[config.mk]
export PLATFORM = sky130hd
export DESIGN_NAME = i2c_addr_filter
export DESIGN_NICKNAME = d
export VERILOG_FILES = /design/src/rtl/addr_filt_pkg.sv /design/src/rtl/bus_cond_detect.sv /design/src/rtl/byte_shifter.sv /design/src/rtl/addr_match_ctl.sv /design/src/rtl/i2c_addr_filter.sv
export SDC_FILE = /design/constraint.sdc
export NUM_CORES = 1
export LEC_CHECK = 0
export BUFFER_PORTS_ARGS = -buffer_cell sky130_fd_sc_hd__clkbuf_2
export CAP_MARGIN = 30
export CORE_MARGIN = 8
export CORE_UTILIZATION = 55
export DETAILED_ROUTE_END_ITERATION = 12
export GPL_TIMING_DRIVEN = 0
export PLACE_DENSITY = 0.8
export SLEW_MARGIN = 15
export SYNTH_ARGS = -nofsm -noshare
export SYNTH_HDL_FRONTEND = slang
export SYNTH_SLANG_ARGS = --single-unit
[constraint.sdc]
create_clock -name clk -period 2.06 [get_ports clk]
set_clock_uncertainty 0.05 [all_clocks]
set_input_delay 0.206 -clock clk [delete_from_list [all_inputs] [get_ports clk]]
set_output_delay 0.206 -clock clk [all_outputs]
set_load 0.05 [all_outputs]
[src/rtl/addr_filt_pkg.sv]
package addr_filt_pkg;
    localparam int ID_W       = 7;
    localparam int BYTE_W     = 8;
    localparam int CNT_W      = $clog2(BYTE_W + 1);
    localparam logic [BYTE_W-1:0] ID_REG_RST = 8'h42;

    typedef struct packed {
        logic [BYTE_W-1:0] data;
        logic              is_addr;
    } rx_byte_t;

    typedef struct packed {
        logic start;
        logic stop;
        logic scl_rise;
    } bus_evt_t;

    function automatic logic addr_hit(input logic [BYTE_W-1:0] b,
                                      input logic [ID_W-1:0]   id);
        return b[BYTE_W-1:1] == id;
    endfunction
endpackage

[src/rtl/bus_cond_detect.sv]
module bus_cond_detect
    import addr_filt_pkg::*;
(
    input  logic     clk,
    input  logic     rst,
    input  logic     scl_i,
    input  logic     sda_i,
    output bus_evt_t evt_o
);
    logic scl_q, sda_q;

    always_ff @(posedge clk) begin
        if (rst) begin
            scl_q <= 1'b1;
            sda_q <= 1'b1;
        end else begin
            scl_q <= scl_i;
            sda_q <= sda_i;
        end
    end

    always_comb begin
        evt_o.start    = scl_q & scl_i & sda_q & ~sda_i;
        evt_o.stop     = scl_q & scl_i & ~sda_q & sda_i;
        evt_o.scl_rise = ~scl_q & scl_i;
    end

    // a START is only recognised with SCL held high over two samples
    a_r8_start_scl_high: assert property (@(posedge clk) disable iff (rst)
        evt_o.start |-> scl_i && $past(scl_i));
endmodule

[src/rtl/byte_shifter.sv]
module byte_shifter
    import addr_filt_pkg::*;
(
    input  logic     clk,
    input  logic     rst,
    input  logic     sda_i,
    input  bus_evt_t evt_i,
    output logic     stb_o,
    output rx_byte_t rx_o
);
    logic              in_txn, first_q;
    logic [CNT_W-1:0]  cnt_q;
    logic [BYTE_W-2:0] shreg_q;

    always_ff @(posedge clk) begin
        if (rst) begin
            in_txn  <= 1'b0;
            first_q <= 1'b0;
            cnt_q   <= '0;
            shreg_q <= '0;
            stb_o   <= 1'b0;
            rx_o    <= '0;
        end else begin
            stb_o <= 1'b0;
            if (evt_i.start) begin
                in_txn  <= 1'b1;
                first_q <= 1'b1;
                cnt_q   <= '0;
            end else if (evt_i.stop) begin
                in_txn <= 1'b0;
                cnt_q  <= '0;
            end else if (evt_i.scl_rise && in_txn) begin
                if (cnt_q == CNT_W'(BYTE_W)) begin
                    cnt_q   <= '0;
                    first_q <= 1'b0;
                end else begin
                    shreg_q <= {shreg_q[BYTE_W-3:0], sda_i};
                    cnt_q   <= cnt_q + 1'b1;
                    if (cnt_q == CNT_W'(BYTE_W - 1)) begin
                        stb_o        <= 1'b1;
                        rx_o.data    <= {shreg_q, sda_i};
                        rx_o.is_addr <= first_q;
                    end
                end
            end
        end
    end

    // bit counter never passes the acknowledge slot
    a_r11_cnt_range: assert property (@(posedge clk) disable iff (rst)
        cnt_q <= CNT_W'(BYTE_W));
    // any START re-arms address capture
    a_r8_rearm: assert property (@(posedge clk) disable iff (rst)
        evt_i.start |=> first_q && cnt_q == '0);
endmodule

[src/rtl/addr_match_ctl.sv]
module addr_match_ctl
    import addr_filt_pkg::*;
(
    input  logic              clk,
    input  logic              rst,
    input  logic              start_i,
    input  logic              stb_i,
    input  rx_byte_t          rx_i,
    input  logic              wr_en_i,
    input  logic [BYTE_W-1:0] wr_data_i,
    input  logic              irq_en_i,
    input  logic              irq_clr_i,
    output logic [ID_W-1:0]   id_o,
    output logic              mismatch_o,
    output logic              irq_o,
    output logic [BYTE_W-1:0] rx_data_o
);
    logic matched_q;
    logic hit;

    assign hit = addr_hit(rx_i.data, id_o);

    always_ff @(posedge clk) begin
        if (rst) begin
            id_o       <= ID_REG_RST[BYTE_W-1:1];
            mismatch_o <= ID_REG_RST[0];
            matched_q  <= 1'b0;
            irq_o      <= 1'b0;
            rx_data_o  <= '0;
        end else begin
            if (wr_en_i) id_o <= wr_data_i[BYTE_W-1:1];
            if (start_i) matched_q <= 1'b0;
            if (irq_clr_i) irq_o <= 1'b0;
            if (stb_i) begin
                if (rx_i.is_addr) begin
                    mismatch_o <= ~hit;
                    matched_q  <= hit;
                    rx_data_o  <= rx_i.data;
                    if (irq_en_i) irq_o <= 1'b1;
                end else if (matched_q) begin
                    rx_data_o <= rx_i.data;
                    if (irq_en_i) irq_o <= 1'b1;
                end
            end
        end
    end

    // identifier follows the written upper seven bits
    a_r2_id_write: assert property (@(posedge clk) disable iff (rst)
        wr_en_i |=> id_o == $past(wr_data_i[BYTE_W-1:1]));
    // the address byte always interrupts when enabled
    a_r5_addr_irq: assert property (@(posedge clk) disable iff (rst)
        stb_i && rx_i.is_addr && irq_en_i |=> irq_o);
    // the flag only moves when an address byte completes
    a_r4_flag_hold: assert property (@(posedge clk) disable iff (rst)
        !(stb_i && rx_i.is_addr) |=> $stable(mismatch_o));
    // the interrupt can only rise right after a received byte
    a_r7_irq_source: assert property (@(posedge clk) disable iff (rst)
        $rose(irq_o) |-> $past(stb_i));
    // a clear with no byte arriving drops the level
    a_r10_clear: assert property (@(posedge clk) disable iff (rst)
        irq_clr_i && !stb_i |=> !irq_o);
endmodule

[src/rtl/i2c_addr_filter.sv]
module i2c_addr_filter
    import addr_filt_pkg::*;
(
    input  logic              clk,
    input  logic              rst,
    input  logic              scl_i,
    input  logic              sda_i,
    input  logic              reg_wr_en,
    input  logic [BYTE_W-1:0] reg_wr_data,
    input  logic              irq_en,
    input  logic              irq_clr,
    output logic [BYTE_W-1:0] id_reg_o,
    output logic              irq_o,
    output logic [BYTE_W-1:0] rx_data_o
);
    bus_evt_t        evt;
    logic            stb;
    rx_byte_t        rxb;
    logic [ID_W-1:0] id;
    logic            mismatch;

    bus_cond_detect u_det (
        .clk(clk), .rst(rst), .scl_i(scl_i), .sda_i(sda_i), .evt_o(evt)
    );

    byte_shifter u_shf (
        .clk(clk), .rst(rst), .sda_i(sda_i), .evt_i(evt),
        .stb_o(stb), .rx_o(rxb)
    );

    addr_match_ctl u_ctl (
        .clk(clk), .rst(rst), .start_i(evt.start), .stb_i(stb), .rx_i(rxb),
        .wr_en_i(reg_wr_en), .wr_data_i(reg_wr_data), .irq_en_i(irq_en),
        .irq_clr_i(irq_clr), .id_o(id), .mismatch_o(mismatch),
        .irq_o(irq_o), .rx_data_o(rx_data_o)
    );

    assign id_reg_o = {id, mismatch};
endmodule

==> summary.md, run 1 <==
| Metric | Value |
|---|---|
| Tmin final | 1.56 ns |
| Synth cell types | 31 |
| Non-filler cells, final | 238 |
| Flop pwr share | 56.9% |
| Register area | 861 µm² |
| Core area | 3000 µm² |
| Reg2Reg Capture Point | u_shf.rx_o[4] |
| Met3 Usage GRT | 5.58% |
| Clk Tree Root Cell | clkbuf_4 |
| Hold Fails Final Rpt | 0 |
| Met2 usage | 25.8% |
| Setup TNS | 0 ns |
| CP Class | register to register |
| Largest net degree at the start of global routing | 15 |
| Yosys top cell area share | 50.6% |
| RSZ-0062 raised after global routing | no |
| Hold EP | u_ctl.id_o[3] |
| CTS H-tree lvls | 2 |
| Slew Viols, Final | 0 |
| Final Cycle Share | 75.5% |
| Worst hold start | reg_wr_data[4] |
| Routed WL | 3640 µm |
| GRT busiest layer | met2 |
| CP max FO | 10 |
| DRC violations left | 0 |
| Synth Register Bits | 43 |
| Final instance area | 1990 µm² |
| CP arrival | 1.73 ns |
| Avg Inst Size Synth | 10.3 µm² |
| Worst path max stage delay | 0.37 ns |
| Largest family of logic cells by synthesized area | multiplexers |
| Chip Height | 71.6 µm |
| # nets final | 221 |
| Clk_lat worst skew | 0.36 ns |
| Die area | 5130 µm² |
| Post-synthesis xor/xnor area fraction | 5.66% |
| Simple-Gate Fraction of Synth Area | 16.2% |
| Dominant cells by area after synthesis | dfxtp_1 (51%), mux2i_1 (17%), nor2_1 (7.7%), xnor2_1 (3.6%), xor2_1 (2.1%) |
| Cell Area, Synth | 1700 µm² |
| Vias in the first global route | 1267 |
| Dpl ws | 0.547 ns |
| Row count | 20 |
| Sequential fraction of the synthesis area | 50.6% |
| Worst-path cell chain | and3b_1 > buf_6 > and4b_4 > buf_12 > mux2i_1 > nor2_1 |
| Hold Buf Count CTS | 2 |
| Maxcap violations | 0 |
| Synth Area in Compound Gates | 5.29% |
| Fillers | 246 |
| Buf+Inv Stages, Crit Path | 2 |
| CTS clk-pin slew, worst paths | 0.13 ns |
| Placed wire-length estimate | 2590 µm |
| IO Port Bufs | 29 |
| Initial Util | 56.7% |
| R2R Path Start | u_det.scl_q |
| Ratio of cells with drive above 1 in the final layout | 22.4% |
| Yosys top cell by area | dfxtp_1 |
| Syn_nets | 183 |
| Post-Place Cells | 228 |
| Wire per inst | 15.3 µm |
| Critical path's top delay family | simple AND/OR/NAND/NOR gates |
| Sink Count | 43 |
| CTS Buffer Depth | 2 |
| Post-synthesis adder-cell area fraction | 1.47% |
| Logic pwr share | 7.8% |
| CTS tree | yes |
| Overall Power | 0.00151 W |
| WP data required | 2.24 ns |
| Worst vdd ir | 0.506 mV |
| Sw power | 0.000365 W |
| Max Freq | 643 MHz |
| Clock share of power | 35.3% |
| Switching share of power | 24.2% |
| Ports | 32 |
| Overall routing resource usage | 14.9% |
| Routability congestion estimate | 0.731 |
| First-pass DRT Iterations | 4 |
| Via-per-instance ratio | 5.32 |
| Post-cts resize count | 0 |
| Syn Inst Count | 166 |
| CTS Buf Count | 5 |
| PD cells | 758 nW/µm² |
| First-pass GRT wire length | 5920 µm |
| Post-CTS Setup Repair Bufs | 0 |
| Min setup slack post-route | 0.504 ns |
| Cell-internal power | 0.00114 W |
| Via count | 1266 |
| R2R cell count | 6 |
| Multi-input logic area | 777 µm² |
| Mux cell area share after synthesis | 17.0% |
| CP Launch Type | register |
| Initial antenna violation count | 0 |
| Relative slew slack | 59.6% |
| Diodes inserted | 0 |
| Final ANT Viol Nets | 0 |
| Setup-failing EPs final | 0 |
| Initial DRC count | 67 |
| Met1 Use GR | 15.4% |
| Chip Width | 71.6 µm |
| Yosys warns | 0 |
| P&R area growth vs syn | 16.9% |
| Grt ovf | 0 |
| Leakage power | 0.913 nW |
| Worst hold path class | input port to register |
| Placed cell areas | 1890 µm² |
| Slew @ Worst Pin | 0.606 ns |
| Outcome | complete, no violations |
| Hold Path Cell Cnt | 3 |
| Crit end category | register |
| CP max stage cell | dfxtp_1 |
| FF-to-FF setup slack | 0.50 ns |
## cell usage after synthesis, drive strengths merged
library cell   n
a211o          2
a21oi          5
a31oi          2
and3           1
and3b          1
and4b          1
buf            4
clkbuf         4
dfxtp         43
ha             2
inv            2
mux2i         29
nand2          6
nand2b         1
nand3b         1
nand4          2
nand4b         1
nor2          35
nor2b          4
nor3           1
nor4           1
o211ai         1
o21ai          2
o21ba          1
or2            2
or3b           1
xnor2          7
xor2           4
## registers in the layout (all words and copies together), names as in the netlist
signal / count
u_shf.rx_o: 9
u_ctl.rx_data_o: 8
u_ctl.id_o: 7
u_shf.shreg_q: 7
u_shf.cnt_q: 4
u_ctl.irq_o: 1
u_ctl.matched_q: 1
u_ctl.mismatch_o: 1
u_det.scl_q: 1
u_det.sda_q: 1
u_shf.first_q: 1
u_shf.in_txn: 1
u_shf.stb_o: 1
## through the flow
stage,hold slack (ns),utilization [%]
floorplan,0.263,-
global placement,0.364,62.9
detailed placement,0.374,62.9
CTS,0.0160,66.3
global route,0.0264,66.3
finish,0.0347,66.3
## worst reg2reg max path: stages, from the launching register on
cell     delay [ns]
dfxtp_1        0.37
and3b_1        0.24
buf_6          0.13
and4b_4        0.25
buf_12         0.14
mux2i_1        0.19
nor2_1         0.06
## how the worst max path moves through the flow
| stage | slack [ns] | endpoint | start | cells past startpoint |
|---|---|---|---|---|
| 4_1_cts | 0.51 | u_shf.rx_o[4] | u_det.scl_q | 6 |
| 3_3_place_gp | 0.58 | u_shf.rx_o[4] | u_det.scl_q | 6 |
| 6_report | 0.50 | u_shf.rx_o[4] | u_det.scl_q | 6 |
| 2_1_floorplan | 0.55 | u_ctl.matched_q | u_ctl.id_o[2] | 4 |
| 3_5_place_dp | 0.55 | u_shf.rx_o[8] | u_det.scl_q | 6 |
| 5_1_grt | 0.41 | u_shf.rx_o[4] | u_det.scl_q | 6 |
## placed cells by master (no fill, tap or decap), types with 4 or more instances in the layout
cell type,synthesis,final
dfxtp_1,43,43
nor2_1,35,35
clkbuf_4,0,5
xor2_1,4,4
a21oi_1,5,5
clkbuf_1,4,4
nor2b_1,4,4
nand2_1,6,6
mux2i_1,29,29
xnor2_1,7,7
clkbuf_2,0,29
## logic make-up (layout without fill, tap and decap cells)
family,Yosys count,count (layout)
buffers and inverters,10,49
xor gates and xnor gates,11,11
adders and majority gates,2,2
AOI/OAI and AO/OA,13,13
and+or+nand+nor,58,58
DFF,43,43
muxes,29,29
## power by group through the flow
stage	registers (W)	logic, W	clock network, W
global placement	0.000875	0.000110	0
floorplan	0.000904	0.0000486	0
finish	0.000858	0.000118	0.000532
global route	0.000861	0.000127	0.000572
detailed placement	0.000876	0.000114	0
CTS	0.000858	0.000117	0.000547
## metal layers
metal / routed length, µm / part of all wire [%] / vias up
met5: 0 / 0 / -
met4: 73 / 2.0 / 0
met3: 180 / 5.0 / 6
met2: 1830 / 50 / 28
met1: 1560 / 43 / 598
li1: - / - / 634
## final cells by class
| cell class | instances | share of cell area [%] |
|---|---|---|
| Sequential cell | 43 | 43.2 |
| Timing Repair Buffer | 31 | 8.30 |
| Multi-Input combinational cell | 113 | 39.0 |
| Tap cell | 33 | 2.07 |
| Clock buffer | 5 | 1.89 |
| Inverter | 2 | 0.377 |
| Clock inverter | 3 | 2.20 |
| Buffer | 8 | 2.89 |
Note: power is estimated with default switching activity, not from simulation.
==> inputs of run 2 (changes only) <==
- CORE_UTILIZATION: 55 -> 53
- PLACE_DENSITY: 0.8 -> 0.78
- clock period: 2.06 -> 1.5 ns (I/O delays scaled with it)
==> run 2 against run 1 <==
Compared with the run above:
- combinational power rose by 53%
- worst setup slack got worse by 0.50 ns
- register-to-register slack got worse by 0.50 ns
- routed wire length increased by 2.1%
- sequential share of layout area fell by 3.1 points
- non-clock buffer count rose by 11
- flip-flop and latch count stayed put
- via count grew 2.5%
- core utilization up 4.7 points
- clock-buffer cell count up 1
- critical path depth is the same
- critical path type unchanged
- largest cell class unchanged
- highest routed layer unchanged
==> summary.md, run 2 (synthesized netlist as in run 1, its figures left out) <==
| Metric | Value |
|---|---|
| Slew @ Worst Pin | 0.577 ns |
| Via-per-instance ratio | 4.99 |
| First-pass GRT wire length | 6060 µm |
| Grt ovf | 0 |
| Setup-failing EPs final | 0 |
| Met3 Usage GRT | 4.26% |
| Chip Height | 72.7 µm |
| Flop pwr share | 52.6% |
| Slew Viols, Final | 0 |
| # nets final | 232 |
| Worst hold path class | input port to register |
| Hold Path Cell Cnt | 2 |
| Clock share of power | 39.4% |
| Met2 usage | 27.4% |
| Logic pwr share | 8.0% |
| Ratio of cells with drive above 1 in the final layout | 28.2% |
| CTS clk-pin slew, worst paths | 0.11 ns |
| Vias in the first global route | 1392 |
| Placed wire-length estimate | 2670 µm |
| Met1 Use GR | 13.9% |
| Clk Tree Root Cell | clkbuf_4 |
| Overall routing resource usage | 14.7% |
| Via count | 1298 |
| Outcome | complete, no violations |
| Crit end category | register |
| CP Class | register to register |
| Maxcap violations | 0 |
| Chip Width | 72.7 µm |
| CP max FO | 10 |
| Final ANT Viol Nets | 0 |
| Relative slew slack | 61.5% |
| Largest Register | u_shf.rx_o |
| Commonest non-fill, non-tap cell in the layout | dfxtp_1 |
| Fillers | 254 |
| Leakage power | 0.984 nW |
| Ports | 32 |
| Initial Util | 55.8% |
| CTS tree | yes |
| RSZ-0062 raised after global routing | yes |
| Core area | 3050 µm² |
| Register area | 871 µm² |
| First-pass DRT Iterations | 6 |
| Initial antenna violation count | 0 |
| CTS Buffer Depth | 2 |
| P&R area growth vs syn | 27.3% |
| Non-filler cells, final | 260 |
| Die area | 5280 µm² |
| Initial DRC count | 61 |
| Routed WL | 3710 µm |
| GRT busiest layer | met2 |
| Cell-internal power | 0.00175 W |
| CP arrival | 1.68 ns |
| Largest net degree at the start of global routing | 14 |
| CTS H-tree lvls | 2 |
| DRC violations left | 0 |
| Row count | 20 |
| Hold Fails Final Rpt | 0 |
| CTS Buf Count | 5 |
| Smallest hold slack | 0.0130 ns |
| Commonest non-fill, non-tap cells in the layout | dfxtp_1 (37), nor2_1 (35), clkbuf_2 (29), mux2i_1 (27), dlygate4sd3_1 (9) |
| WP data required | 1.68 ns |
| Routability congestion estimate | 0.758 |
| Multi-input logic area | 797 µm² |
| Post-Place Cells | 239 |
| R2R cell count | 6 |
| Clk_lat worst skew | 0.36 ns |
| PD cells | 1030 nW/µm² |
| Switching share of power | 21.6% |
| Regs by FF count | u_shf.rx_o (9), u_ctl.rx_data_o (8) |
| Max Freq | 669 MHz |
| Max FFs per register | 9 |
| Worst vdd ir | 0.731 mV |
| IO Port Bufs | 29 |
| Final Cycle Share | 99.6% |
| CP Launch Type | register |
| Diodes inserted | 0 |
| Sink Count | 43 |
| Tmin final | 1.49 ns |
| Wire per inst | 14.3 µm |
| Sw power | 0.000485 W |
[run 2: cell types whose count changed in the layout (fill, tap and decap cells not counted), sizes merged]
| cell | delta |
|---|---|
| dlygate4sd3 | +7 |
| clkbuf | +1 |
| clkinv | -2 |
| buf | +4 |
| bufinv | +1 |
[run 2: final cells by class]
type | instances | share of cell area [%]
buffer | 8 | 2.66
clock inverter | 2 | 2.77
inverter | 2 | 0.346
clock buffer | 6 | 1.91
sequential | 43 | 40.2
tap | 44 | 2.54
multi-input combinational | 113 | 36.8
timing repair buffer | 42 | 12.8
[run 2: worst paths after layout]
kind	start	endpoint	slack (ns)
hold / removal	scl_i	u_det.scl_q	0.01
setup / recovery	u_det.scl_q	u_shf.rx_o[2]	0.006
hold reg to reg	u_shf.first_q	u_shf.first_q	0.44
setup reg to reg	u_det.scl_q	u_shf.rx_o[2]	0.006
[run 2: power groups by stage]
| stage | clock (W) | combinational [W] | sequential [W] |
|---|---|---|---|
| floorplan | 0 | 0.0000668 | 0.00124 |
| global placement | 0 | 0.000153 | 0.00120 |
| detailed placement | 0 | 0.000156 | 0.00120 |
| CTS | 0.000894 | 0.000177 | 0.00118 |
| global route | 0.000927 | 0.000195 | 0.00118 |
| finish | 0.000882 | 0.000180 | 0.00118 |
[run 2: metrics by stage]
step	setup TNS [ns]	cell area (µm²)	power [W]	utilization, %	setup WS [ns]
global placement	0	1910	0.00136	62.5	0.0219
detailed placement	-0.259	1910	0.00136	62.5	-0.0352
CTS	-0.00893	2110	0.00225	69.3	-0.00893
global route	-0.228	2170	0.00230	71.0	-0.0456
finish	0	2170	0.00224	71.0	0.00580
floorplan	0	1710	0.00131	-	0.00555
[run 2: repair_timing]
| action | in CTS | in global routing |
|---|---|---|
| gates resized for setup | 2 | 9 |
| hold buffers | 9 | 0 |
| pin swaps | 0 | 2 |
| setup buffers | 1 | 3 |
| endpoints found under the setup margin | 14 | 20 |
| endpoints found under the hold margin | 8 | 0 |
| gates cloned | 0 | 0 |
[run 2: worst max-delay path, stage by stage, from the launching register on]
cell     delay (ns)
dfxtp_2        0.34
and3b_1        0.21
buf_6          0.12
and4b_4        0.24
buf_12         0.14
mux2i_2        0.21
nor2_1         0.06
[run 2: metal layers]
metal	wire [µm]	part of all wire, %	vias to the layer above
li1	-	-	660
met1	1500	40	605
met2	1990	54	26
met3	171	4.6	7
met4	56	1.5	0
met5	0	0	-
